### src/rtl/os_accum.sv
module os_accum #(
  parameter int SMP_W    = 10,
  parameter int ACC_W    = 16,
  parameter int MAX_LOG2 = 6,
  parameter int SH_W     = 2
) (
  input  logic             clk,
  input  logic             rst_n,
  input  logic             start_i,
  input  logic [2:0]       cnt_sel_i,
  input  logic [2:0]       fmt_sel_i,
  input  logic             smp_valid_i,
  input  logic [SMP_W-1:0] smp_i,
  output logic [ACC_W-1:0] result_o,
  output logic             done_o,
  output logic             cfg_err_o
);
  localparam int CNT_W = MAX_LOG2 + 1;
  localparam int PAD_W = ACC_W - SMP_W;

  logic             armed_q;
  logic [CNT_W-1:0] cnt_q, n_q, n_sel;
  logic [ACC_W-1:0] acc_q;
  logic             lj_q;
  logic [SH_W-1:0]  sh_q;

  always_comb begin
    case (cnt_sel_i)
      3'd1:    n_sel = CNT_W'(4);
      3'd2:    n_sel = CNT_W'(8);
      3'd3:    n_sel = CNT_W'(16);
      3'd4:    n_sel = CNT_W'(32);
      3'd5:    n_sel = CNT_W'(64);
      default: n_sel = CNT_W'(1);
    endcase
  end

  wire              single  = (n_sel == CNT_W'(1));
  wire              take    = armed_q && smp_valid_i && !start_i;
  wire [ACC_W-1:0]  sum_nx  = acc_q + {{PAD_W{1'b0}}, smp_i};
  wire [CNT_W-1:0]  cnt_nx  = cnt_q + CNT_W'(1);
  wire              last    = take && (cnt_nx == n_q);
  wire [ACC_W-1:0]  fmt_val = lj_q ? {sum_nx[SMP_W-1:0], {PAD_W{1'b0}}}
                                   : (sum_nx >> sh_q);

  always_ff @(posedge clk or negedge rst_n) begin
    if (!rst_n) begin
      armed_q   <= 1'b0;
      cnt_q     <= '0;
      n_q       <= CNT_W'(1);
      acc_q     <= '0;
      lj_q      <= 1'b0;
      sh_q      <= '0;
      cfg_err_o <= 1'b0;
      result_o  <= '0;
      done_o    <= 1'b0;
    end else begin
      done_o <= last;
      if (start_i) begin
        armed_q   <= 1'b1;
        cnt_q     <= '0;
        acc_q     <= '0;
        n_q       <= n_sel;
        lj_q      <= fmt_sel_i[2] && single;
        sh_q      <= fmt_sel_i[2] ? '0 : fmt_sel_i[SH_W-1:0];
        cfg_err_o <= fmt_sel_i[2] && !single;
      end else if (take) begin
        acc_q <= sum_nx;
        cnt_q <= cnt_nx;
        if (last) begin
          armed_q  <= 1'b0;
          result_o <= fmt_val;
        end
      end
    end
  end

  p_done_single_r5: assert property (@(posedge clk) disable iff (!rst_n)
    done_o |=> !done_o);

  p_result_hold_r4: assert property (@(posedge clk) disable iff (!rst_n)
    !done_o |-> $stable(result_o));

  p_cnt_bound_r4: assert property (@(posedge clk) disable iff (!rst_n)
    cnt_q <= n_q);

  p_done_needs_arm_r9: assert property (@(posedge clk) disable iff (!rst_n)
    done_o |-> $past(armed_q));

  p_left_low_zero_r7: assert property (@(posedge clk) disable iff (!rst_n)
    (done_o && lj_q) |-> (result_o[PAD_W-1:0] == '0));

  p_right_top_zero_r6: assert property (@(posedge clk) disable iff (!rst_n)
    (done_o && !lj_q && n_q == CNT_W'(1)) |-> (result_o[ACC_W-1:SMP_W] == '0));

  p_err_no_left_r8: assert property (@(posedge clk) disable iff (!rst_n)
    cfg_err_o |-> !lj_q);
endmodule

### config.mk
export PLATFORM = sky130hd
export DESIGN_NAME = os_accum
export DESIGN_NICKNAME = d
export VERILOG_FILES = /design/src/rtl/os_accum.sv
export SDC_FILE = /design/constraint.sdc
export NUM_CORES = 1
export LEC_CHECK = 0
export BUFFER_PORTS_ARGS = -buffer_cell sky130_fd_sc_hd__buf_2
export CAP_MARGIN = 20
export CORE_MARGIN = 5
export CORE_UTILIZATION = 50
export CTS_BUF_LIST = sky130_fd_sc_hd__clkbuf_4 sky130_fd_sc_hd__clkbuf_8 sky130_fd_sc_hd__clkbuf_16
export CTS_CLUSTER_SIZE = 24
export DETAILED_ROUTE_END_ITERATION = 16
export PLACE_DENSITY = 0.8
export SLEW_MARGIN = 25
export SYNTH_ARGS = -nofsm -noshare
export SYNTH_HDL_FRONTEND = slang
export SYNTH_SLANG_ARGS = --single-unit
### constraint.sdc
create_clock -name clk -period 7.25 [get_ports clk]
set_input_delay 0.725 -clock clk [delete_from_list [all_inputs] [get_ports clk]]
set_output_delay 0.725 -clock clk [all_outputs]
set_load 0.01 [all_outputs]
After elaboration in Yosys (flattened, before gate mapping)
Index checks and enable logic that the tools add are counted.
W data, S select, Z words.
{"block": "classes", "eq_ne": 7, "reduce_logical": 11, "mul": 0, "mux": 10, "bitwise": 1, "addsub": 2, "div_mod_pow": 0, "magnitude_cmp": 0, "shift": 1}
{"op": "$mux W16", "count": 3}
{"op": "$pmux W7 S5", "count": 1}
{"op": "$add A16 B10 Y16", "count": 1}
{"op": "$shr A16 B2 Y16", "count": 1}
{"op": "$mux W7", "count": 2}
{"op": "$add A7 B1 Y7 const B", "count": 1}
{"op": "$eq A7 B1 Y1 const B", "count": 1}
{"op": "$eq A7 B7 Y1", "count": 1}
{"op": "$eq A3 B2 Y1 const B", "count": 2}
{"op": "$eq A3 B3 Y1 const B", "count": 2}
{"op": "$logic_and A1 B1 Y1", "count": 5}
{"op": "$reduce_bool A2 Y1", "count": 2}
{"op": "$eq A3 B1 Y1 const B", "count": 1}
{"op": "$mux W1", "count": 3}
{"op": "$reduce_and A3 Y1", "count": 1}
{"op": "$logic_not A1 Y1", "count": 2}
{"op": "$mux W2", "count": 1}
{"op": "$reduce_and A2 Y1", "count": 1}
{"op": "$not A1 Y1", "count": 1}
{"block": "word_totals", "n_memories": 0, "register_bits": 52, "wordCells": 41, "romBits": 0, "out_inout_bits": 18, "in_bits": 20, "mem_bits_rw": 0, "latch_bits": 0}

Logic depth before layout (Yosys ltp)
Gate-level depths: netlist of run 1.
{"block": "logic_depth", "word_depth": 6, "mapped_depth": 10, "depth_no_buf": 9}

Worst setup path before layout of run 1
No wires, ideal clock.
{"block": "synth_timing", "path_type": "input to register", "from": "in smp_i[0]", "to": "reg result_o[12]", "stages": 9, "t_arrival_ps": 2909, "setup_time_ps": 124, "n_path_buf": 0, "setup_slack_ps": 4217, "required_time_ps": 7126, "path_cell_list": "ha_1 -> fa_1 -> a211oi_1 -> o211ai_1 -> a41oi_1 -> nor2_1 -> xnor2_1 -> o211a_1 -> o31a_1"}
{"block": "synth_via", "elab_chain_cells": 3}
{"element": "start: declaration", "line": "13", "text": "input logic [SMP_W-1:0] smp_i,"}
{"element": "$add A16 B10 Y16 (*)", "line": "40", "text": "wire [ACC_W-1:0] sum_nx = acc_q + {{PAD_W{1'b0}}, smp_i};"}
{"element": "$shr A16 B2 Y16", "line": "44", "text": ": (sum_nx >> sh_q);"}
{"element": "$mux W16 (*)", "line": "43", "text": "wire [ACC_W-1:0] fmt_val = lj_q ? {sum_nx[SMP_W-1:0], {PAD_W{1'b0}}}"}
{"element": "end signal: assignment", "line": "72", "text": "result_o <= fmt_val;"}
{"element": "end: declaration", "line": "14", "text": "output logic [ACC_W-1:0] result_o,"}
Every way passes the cells marked *; elsewhere a longest branch is shown, timed or not.
A chain may end at the register's enable or synchronous reset.

Worst setup path after layout of run 1
Ends and elaborated chain as after synthesis.

==> results of run 1 <==
==> path summary, 6_finish.rpt <==
check	from	end	slack [ps]	depth (start not counted)
setup / recovery	smp_i[0]	result_o[12]$_DFFE_PN0P_	4100	10
hold / removal	result_o[0]$_DFFE_PN0P_	result_o[0]$_DFFE_PN0P_	490	2
setup reg to reg	acc_q[0]$_DFFE_PN0P_	result_o[12]$_DFFE_PN0P_	4230	9
hold reg to reg	result_o[0]$_DFFE_PN0P_	result_o[0]$_DFFE_PN0P_	490	2
max in group asynchronous	rst_n	n_q[3]$_DFFE_PN0P_	6300	2
min in group asynchronous	rst_n	acc_q[5]$_DFFE_PN0P_	510	2
==> cells in the mapped netlist (all sizes together) (2+ instances only) <==
master	instances
dfrtp	50
nand2	42
nor2	33
a21oi	29
o21ai	20
xnor2	16
clkbuf	14
ha	14
inv	12
xor2	12
and2	10
mux2i	10
nand3	8
nor3	7
or3	7
a21o	6
o211ai	6
a211oi	5
mux2	5
mux4	5
a22o	4
buf	4
nand4	4
o21a	4
o22ai	4
a32oi	3
and3	3
nand2b	3
nor2b	3
a31oi	2
a41oi	2
and4	2
nor3b	2
o211a	2
o311ai	2
o31a	2
==> through the flow <==
stage	setup WS, ps	area [sq um]	std cells	power [W]
2_1_floorplan	4220	3400	372	0.000633
3_3_place_gp	3910	3620	472	0.000738
6_report	4100	3740	480	0.000952
4_1_cts	4110	3740	480	0.000955
5_1_grt	3940	3740	480	0.00101
3_5_place_dp	3790	3620	472	0.000748
==> cell families after synthesis <==
logic type | Yosys count | share of synthesized area [%]
buffers and inverters | 31 | 3.67
and+or+nand+nor | 126 | 17.9
adders and majority gates | 15 | 5.73
DFF | 51 | 37.5
xor gates and xnor gates | 28 | 7.20
AOI/OAI and AO/OA | 101 | 20.0
muxes | 20 | 7.90
==> sequential cells by signal (all words and copies together) (netlist names) <==
signal     count
cnt_q          7
n_q            6
sh_q           2
lj_q           1
armed_q        1
result_o      16
acc_q         16
cfg_err_o      1
done_o         1
==> routing by layer <==
metal | vias up | global-route usage, % | wire length, um
met3 | 7 | 3.09 | 355
met1 | 1408 | 24.4 | 3490
met2 | 74 | 32.9 | 3920
li1 | 1392 | - | -
met5 | - | 0 | 0
met4 | 0 | 5.69 | 74
==> power groups by stage <==
stage          Combinational (W)  Clock (W)  Sequential [W]
6_report                0.000359   0.000208        0.000385
4_1_cts                 0.000360   0.000211        0.000385
2_1_floorplan           0.000231          0        0.000402
3_5_place_dp            0.000358          0        0.000390
3_3_place_gp            0.000351          0        0.000387
5_1_grt                 0.000397   0.000225        0.000392
==> layout make-up <==
class                   count  area share, %
multi-input cells         290           53.5
repair buffers             38           5.15
inverters                  13           1.31
well taps                  80           2.68
clock buffers               6           2.21
flip-flops and latches     51           34.2
clock inverters             2          0.937
==> worst register-to-register path, stage by stage (launching register included) <==
cell and delay [ps]:
sky130_fd_sc_hd__dfrtp_1 390, sky130_fd_sc_hd__ha_1 230, sky130_fd_sc_hd__fa_1 440, sky130_fd_sc_hd__a211oi_1 350, sky130_fd_sc_hd__o211ai_1 200, sky130_fd_sc_hd__a41oi_1 510
sky130_fd_sc_hd__nor2_1 130, sky130_fd_sc_hd__xnor2_1 170, sky130_fd_sc_hd__o211a_1 230, sky130_fd_sc_hd__o31a_1 270
==> impl_metrics.csv, run 1 <==
group,metric,value,unit
setup_path,end_kind,"register",
detailed_routing,routed-via-count,2881,
clocking,h-tree-depth,2,
logic_synthesis,synth.largest_area_cell,"sky130_fd_sc_hd__dfrtp_1",
final_layout,design.final.nets,434,
place,place.gp.congestion,0.886,
setup_path,worst-path-buf-inv,1,
clocking,clock_slew_seen_by_the_registers_of_the_worst_setup_and_hold_paths,100,ps
floorplanning,die_w,92.5,um
logic_synthesis,synth-warning-count,0,
pwr,power_frac_comb,37.7,%
grt,first_global_vias,2814,
sta,timing_max_transition_violations_final,0,
pwr,p_seq_share,40.4,%
hold_path,hold_path_class,"reg2reg",
clocking,cts_repair_resize_count,0,
floorplanning,pin_count,38,
pwr,fraction_of_power_spent_switching_nets,35.8,%
final_layout,flow.area_growth_from_synthesis,9.81,%
detailed_routing,firstDrtPassIters,4,
setup_path,crit_path_start_kind,"primary input",
run,max_cap_violations,0,
clocking,ctsHoldBuffers,0,
logic_synthesis,yosys_most_used_dff,"sky130_fd_sc_hd__dfrtp_1",
final_layout,post-route-util,55.6,%
logic_synthesis,async_flop_share,100,%
setup_path,crit_arrival,3350,ps
setup_path,cp_data_required_time,7460,ps
setup_path,largest_delay_share_family_worst_path,"compound AO/OA/AOI/OAI gates",
setup_path,critical_path.slowest_cell,"sky130_fd_sc_hd__a41oi_1",
grt,gr-total-overflow,0,
setup_path,path_max_fanout,5,
logic_synthesis,synth.net_count,407,
final_layout,post_route_cells_drive_above_1_share,15.8,%
floorplanning,floorplan.core_area,6720,sq um
pwr,internal_power,0.000611,W
sta,max_freq,318,MHz
sta,fin_crit,3150,ps
logic_synthesis,number_of_enable_flip_flop_cells_after_synthesis,0,
logic_synthesis,synthDominantCellAreaShare,36.8,%
grt,grt_start_max_net_pins,52,
sta,fin_setup_tns,0,ps
setup_path,cp_slowest_stage_delay,510,ps
grt,first_pass_grt_wire_length,13200,um
pwr,power.share.clock,21.9,%
clocking,clock_latency,310,ps
sta,worst_pin_slew,906,ps
grt,antenna_found_initial,0,
clocking,post-cts-setup-buffers,0,
sta,hold_slack,492,ps
sta,max_slew_margin,39.5,%
grt,grt_usage,19.0,%
pwr,ir_drop,0.0900,mV
final_layout,fillCellCount,596,
clocking,cts_made_buffers,5,
detailed_routing,postRouteWirelength,7840,um
place,io_buffer_count,37,
logic_synthesis,synth_area,3400,sq um
final_layout,register_area,1280,sq um
floorplanning,fp-row-count,30,
setup_path,crit_path_cell_chain,"buf_2 > ha_1 > fa_1 > a211oi_1 > o211ai_1 > a41oi_1 > nor2_1 > xnor2_1 > o211a_1 > o31a_1",
sta,clock_skew,13.5,ps
detailed_routing,drt-vias-per-instance,6.00,
floorplanning,floorplan.die_area,8560,sq um
detailed_routing,postRouteAntennaNets,0,
detailed_routing,routedWlPerCell,16.3,um
sta,timing.final.hold_violations,0,
setup_path,crit_type,"in2reg",
logic_synthesis,synth_seq_cells,51,
final_layout,num_antenna_cells,0,
floorplanning,die_h,92.5,um
clocking,cts_tree,"built",
place,detailed_place_hpwl,5650,um
sta,setup_repair_after_global_routing_missed_its_margin,"no",
final_layout,mostFrequentLayoutCell,"sky130_fd_sc_hd__dfrtp_1",
final_layout,multiInputGateArea,2000,sq um
logic_synthesis,synth.yosys.seq_area_share,37.5,%
pwr,switching_power,0.000341,W
pwr,power.static_leakage,1.72,nW
detailed_routing,detailedRoute.firstIterationViolations,200,
clocking,clock_sinks,51,
logic_synthesis,post_synth_num_cell_types,61,
logic_synthesis,largest_cells_by_area_after_synthesis,"sky130_fd_sc_hd__dfrtp_1 37%, sky130_fd_sc_hd__ha_1 5.1%, sky130_fd_sc_hd__nand2_1 4.4%",
logic_synthesis,postSynthCellCount,372,
logic_synthesis,postSynthAreaPerCell,9.15,sq um
sta,final-setup-viol-count,0,
sta,min_period_over_period,43.4,%
status,run_status,"finished clean",
floorplanning,initial_core_util,50.7,%
pwr,powerDensity,255,nW/um^2
clocking,clock_tree.buffer_depth,2,
clocking,cts_root_buffer,"sky130_fd_sc_hd__clkbuf_8",
detailed_routing,drc,0,
final_layout,layout.cells.most_common_list,"50 x sky130_fd_sc_hd__dfrtp_1, 40 x sky130_fd_sc_hd__nand2_1, 37 x sky130_fd_sc_hd__buf_2",
(Power assumes the default switching activity.)
==> run 2, diff against run 1 <==
PLACE_DENSITY = 0.83   (was 0.8)
clock period = 2.8 ns   (was 7.25 ns; I/O delays follow)
==> impl_metrics.csv, run 2 (same netlist as run 1, synthesis figures left out) <==
group,metric,value,unit
status,run_status,"finished, violations left",
status,violations_in_the_final_reports,"hold timing",
grt,first_pass_grt_wire_length,14100,um
setup_path,crit_arrival,2910,ps
floorplanning,die_w,92.5,um
setup_path,largest_delay_share_family_worst_path,"compound AO/OA/AOI/OAI gates",
floorplanning,fp-row-count,30,
pwr,power_frac_comb,39.9,%
floorplanning,initial_core_util,50.7,%
pwr,p_seq_share,39.0,%
pwr,power.static_leakage,1.79,nW
place,io_buffer_count,37,
grt,first_global_vias,2959,
final_layout,layout.cells.most_common_list,"50 x sky130_fd_sc_hd__dfrtp_1, 40 x sky130_fd_sc_hd__nand2_1, 36 x sky130_fd_sc_hd__buf_2",
place,placed_cells_incl_taps,484,
detailed_routing,detailedRoute.firstIterationViolations,234,
final_layout,post_route_cells_drive_above_1_share,20.3,%
sta,worst_pin_slew,684,ps
floorplanning,die_h,92.5,um
clocking,ctsHoldBuffers,0,
setup_path,crit_type,"reg2reg",
sta,hold_slack,-19.1,ps
grt,grt_start_max_net_pins,52,
pwr,fraction_of_power_spent_switching_nets,35.9,%
sta,max_freq,374,MHz
clocking,h-tree-depth,2,
floorplanning,floorplan.core_area,6720,sq um
clocking,clock_sinks,51,
clocking,clock_latency,310,ps
hold_path,hold_path_class,"in2async",
sta,timing.final.hold_violations,8,
setup_path,worst-path-buf-inv,0,
place,detailed_place_hpwl,6030,um
detailed_routing,detailroute.wirelength.met2,4270,um
sta,final-setup-viol-count,0,
detailed_routing,postRouteWirelength,8400,um
final_layout,post-route-util,57.8,%
setup_path,critical_path.slowest_cell,"sky130_fd_sc_hd__mux4_2",
detailed_routing,routed-via-count,3004,
final_layout,instances_no_fill,493,
sta,fin_setup_tns,0,ps
pwr,power.share.clock,21.1,%
clocking,clock_tree.buffer_depth,2,
final_layout,fillCellCount,592,
final_layout,flow.area_growth_from_synthesis,14.1,%
pwr,ir_drop,0.338,mV
grt,gr-total-overflow,0,
pwr,internal_power,0.00163,W
setup_path,cp_slowest_stage_delay,460,ps
final_layout,layout_top_registers,"acc_q: 16 flops, result_o: 16 flops, cnt_q: 7 flops",
sta,min_period_over_period,95.5,%
floorplanning,floorplan.die_area,8560,sq um
detailed_routing,drc,0,
final_layout,design.final.nets,447,
detailed_routing,route.layer.met1.wl,3520,um
grt,antenna_found_initial,0,
setup_path,crit_path_cell_chain,"ha_1 > fa_2 > a211oi_2 > o211ai_1 > a311oi_2 > xor2_1 > mux4_2 > a21oi_1",
sta,max_slew_margin,54.2,%
clocking,clock_slew_seen_by_the_registers_of_the_worst_setup_and_hold_paths,100,ps
grt,grt_usage,20.5,%
sta,timing_max_transition_violations_final,0,
floorplanning,pin_count,38,
detailed_routing,drt-vias-per-instance,6.09,
detailed_routing,met3WireLength,478,um
setup_path,end_kind,"register",
pwr,powerDensity,656,nW/um^2
setup_path,path_max_fanout,4,
clocking,cts_root_buffer,"sky130_fd_sc_hd__clkbuf_8",
sta,clock_skew,20.6,ps
pwr,switching_power,0.000915,W
setup_path,cp_data_required_time,3030,ps
detailed_routing,firstDrtPassIters,5,
clocking,cts_made_buffers,5,
detailed_routing,routedWlPerCell,17.0,um
final_layout,num_antenna_cells,0,
setup_path,crit_path_start_kind,"register",
run,max_cap_violations,0,
clocking,cts_tree,"built",
place,place.gp.congestion,0.947,
final_layout,mostFrequentLayoutCell,"sky130_fd_sc_hd__dfrtp_1",
sta,fin_crit,2680,ps
detailed_routing,top_layer_used,"met4",
detailed_routing,postRouteAntennaNets,0,
==> run 2: cell count changes in the layout (fill, tap and decap cells not counted), sizes merged <==
cell	change
buf	+13
==> run 2: area by class of cell <==
type | instances | area [sq um] | area share, %
Clock inverter | 2 | 35.0 | 0.902
Clock buffer | 6 | 82.6 | 2.13
Inverter | 13 | 48.8 | 1.26
Tap cell | 80 | 100 | 2.58
Multi-Input combinational cell | 290 | 2050 | 52.7
Sequential cell | 51 | 1280 | 32.9
Timing Repair Buffer | 51 | 293 | 7.54
==> run 2: path summary, 6_finish.rpt <==
| kind | startpoint | endpoint | slack, ps | cells after the start |
|---|---|---|---|---|
| setup / recovery | acc_q[0]$_DFFE_PN0P_ | result_o[10]$_DFFE_PN0P_ | 120 | 8 |
| hold / removal | rst_n | acc_q[3]$_DFFE_PN0P_ | -20 | 1 |
| setup reg to reg | acc_q[0]$_DFFE_PN0P_ | result_o[10]$_DFFE_PN0P_ | 120 | 8 |
| hold reg to reg | result_o[0]$_DFFE_PN0P_ | result_o[0]$_DFFE_PN0P_ | 480 | 2 |
| max in group asynchronous | rst_n | n_q[0]$_DFFE_PN1P_ | 2200 | 2 |
| min in group clk | fmt_sel_i[2] | sh_q[0]$_DFFE_PN0P_ | 210 | 2 |
==> run 2: what timing repair did <==
item | 4_1_cts | 5_1_grt
resized for setup | 1 | 7
gates cloned | 0 | 0
pin swaps | 0 | 5
endpoints found under the setup margin | 1 | 10
buffers inserted | 0 | 1
==> run 2: through the flow <==
stage | instance area [sq um] | total power (W) | setup WS, ps | hold slack, ps
after floorplan | 3400 | 0.00164 | 139 | -15.6
after global placement | 3710 | 0.00196 | 74.3 | 459
after detailed placement | 3710 | 0.00199 | -16.6 | 359
after CTS | 3840 | 0.00253 | 41.9 | 20.7
after global routing | 3880 | 0.00271 | -5.45 | 43.2
final | 3880 | 0.00255 | 125 | -19.1
==> run 2: layer usage <==
layer | vias to the layer above | global-route usage (%)
met3 | 17 | 3.82
li1 | 1424 | -
met2 | 109 | 35.8
met1 | 1454 | 25.6
met5 | - | 0
met4 | 0 | 6.06
==> run 2: power by group through the flow <==
| stage | registers (W) | logic [W] | clock network [W] |
|---|---|---|---|
| floorplan | 0.00104 | 0.000597 | 0 |
| global placement | 0.000998 | 0.000959 | 0 |
| detailed placement | 0.00101 | 0.000986 | 0 |
| CTS | 0.000994 | 0.000992 | 0.000547 |
| global route | 0.00101 | 0.00112 | 0.000579 |
| finish | 0.000993 | 0.00102 | 0.000538 |
==> run 3, diff against run 2 <==
CORE_UTILIZATION = 55   (was 50)
CTS_BUF_LIST = sky130_fd_sc_hd__clkbuf_4 sky130_fd_sc_hd__clkbuf_8   (was sky130_fd_sc_hd__clkbuf_4 sky130_fd_sc_hd__clkbuf_8 sky130_fd_sc_hd__clkbuf_16)
PLACE_DENSITY = 0.89   (was 0.83)
TNS_END_PERCENT = 30   (was unset)
==> impl_metrics.csv, run 3 (same netlist as run 1, synthesis figures left out) <==
group,metric,value,unit
sta,timing_max_transition_violations_final,0,
clocking,cts_made_buffers,5,
grt,grt_usage,22.4,%
setup_path,flop_to_flop_setup_slack,110,ps
grt,first_global_vias,3021,
detailed_routing,postRouteWirelength,8470,um
setup_path,crit_path_start_kind,"register",
floorplanning,floorplan.core_area,5960,sq um
final_layout,post-route-util,65.0,%
status,run_status,"finished, violations left",
setup_path,critical_path.slowest_cell,"sky130_fd_sc_hd__mux4_2",
sta,timing.final.hold_violations,33,
setup_path,crit_start,"acc_q[0]$_DFFE_PN0P_",
final_layout,finish.instance_area,3870,sq um
setup_path,cp_data_required_time,3050,ps
place,io_buffer_count,37,
sta,min_period_over_period,96.2,%
setup_path,timing.rr.end,"result_o[10]$_DFFE_PN0P_",
sta,hold_slack,-22.0,ps
sta,final-setup-viol-count,0,
setup_path,cp_slowest_stage_delay,460,ps
sta,max_slew_margin,50.1,%
detailed_routing,routedWlPerCell,17.3,um
setup_path,crit_type,"reg2reg",
clocking,clock_sinks,51,
setup_path,crit_path_cell_chain,"ha_1 > fa_2 > a211oi_2 > o211ai_1 > a311oi_2 > xor2_1 > mux4_2 > a21oi_1",
final_layout,layout_top_registers,"acc_q: 16 flops, result_o: 16 flops, cnt_q: 7 flops",
sta,post-route-worst-setup-slack,105,ps
floorplanning,fp-row-count,28,
run,max_cap_violations,0,
setup_path,end_kind,"register",
sta,max_freq,371,MHz
detailed_routing,firstDrtPassIters,5,
clocking,clock_latency,320,ps
status,violations_in_the_final_reports,"hold timing",
clocking,ctsHoldBuffers,0,
setup_path,worst-path-buf-inv,0,
floorplanning,pin_count,38,
grt,antenna_found_initial,0,
pwr,power.static_leakage,1.78,nW
final_layout,layout.cells.most_common_list,"50 x sky130_fd_sc_hd__dfrtp_1, 40 x sky130_fd_sc_hd__nand2_1, 36 x sky130_fd_sc_hd__buf_2",
floorplanning,die_w,88.7,um
sta,fin_crit,2690,ps
pwr,powerDensity,644,nW/um^2
setup_path,path_max_fanout,4,
clocking,clock_tree.buffer_depth,2,
place,place.gp.congestion,0.886,
setup_path,worst_r2r_path_depth,8,
detailed_routing,routed-via-count,3014,
sta,clock_skew,20.2,ps
final_layout,flow.area_growth_from_synthesis,13.8,%
grt,grt_start_max_net_pins,52,
grt,gr-total-overflow,0,
final_layout,post_route_cells_drive_above_1_share,20.5,%
detailed_routing,detailedRoute.firstIterationViolations,304,
setup_path,critical_path_cell_count,8,
clocking,cts_tree,"built",
clocking,cts_root_buffer,"sky130_fd_sc_hd__clkbuf_8",
place,post-place-ws,-56.5,ps
final_layout,num_antenna_cells,0,
pwr,ir_drop,0.376,mV
floorplanning,initial_core_util,57.2,%
clocking,h-tree-depth,2,
clocking,clock_slew_seen_by_the_registers_of_the_worst_setup_and_hold_paths,110,ps
setup_path,setup.worst_path.end,"result_o[10]$_DFFE_PN0P_",
setup_path,crit_arrival,2950,ps
sta,setup_repair_after_global_routing_missed_its_margin,"no",
place,detailed_place_hpwl,6070,um
hold_path,hold_path_class,"in2async",
final_layout,fillCellCount,478,
grt,first_pass_grt_wire_length,13800,um
setup_path,worstReg2RegStart,"acc_q[0]$_DFFE_PN0P_",
detailed_routing,postRouteAntennaNets,0,
floorplanning,floorplan.die_area,7860,sq um
final_layout,design.final.nets,448,
setup_path,largest_delay_share_family_worst_path,"compound AO/OA/AOI/OAI gates",
floorplanning,die_h,88.7,um
detailed_routing,drt-vias-per-instance,6.16,
detailed_routing,drc,0,
sta,worst_pin_slew,748,ps
final_layout,mostFrequentLayoutCell,"sky130_fd_sc_hd__dfrtp_1",
place,placed_cell_area,3700,sq um
[run 3: report_power, final]
group	total, W	internal [W]	switching, W	leakage, nW
clock	0.000462	0.000202	0.000260	0.0474
combinational	0.00103	0.000470	0.000562	1.07
sequential	0.00100	0.000890	0.000110	0.661
[run 3: cell type report]
type / count / area, sq um / share of cell area (%)
clock buffers: 6 / 82.6 / 2.13
clock inverters: 2 / 16.3 / 0.420
inverters: 13 / 48.8 / 1.26
multi-input cells: 290 / 2050 / 53.0
flip-flops and latches: 51 / 1280 / 33.0
well taps: 75 / 93.8 / 2.42
repair buffers: 52 / 300 / 7.75
[run 3: metal layers]
layer	vias up	wire length [um]	GRT usage, %
li1	1415	-	-
met3	29	625	3.54
met1	1443	3300	27.6
met5	-	0	0
met2	127	4280	39.1
met4	0	270	8.93
[run 3: worst min path at each step]
stage	endpoint	slack, ps	cells after the start
global placement	result_o[0]$_DFFE_PN0P_	460	2
CTS	acc_q[0]$_DFFE_PN0P_	5	1
global route	acc_q[0]$_DFFE_PN0P_	50	1
floorplan	acc_q[0]$_DFFE_PN0P_	-20	0
finish	acc_q[1]$_DFFE_PN0P_	-20	1
detailed placement	acc_q[3]$_DFFE_PN0P_	350	1
[run 3: what timing repair did]
item	4_1_cts	5_1_grt
pin swaps	0	6
gates resized for setup	1	8
setup endpoints to repair	2	10
buffers inserted	0	3
[run 3: per-stage QoR]
stage	instances	TNS (ps)	power (W)
finish	489	0	0.00249
global route	489	0	0.00265
CTS	486	0	0.00246
detailed placement	478	-104	0.00200
global placement	478	0	0.00195
floorplan	372	0	0.00164
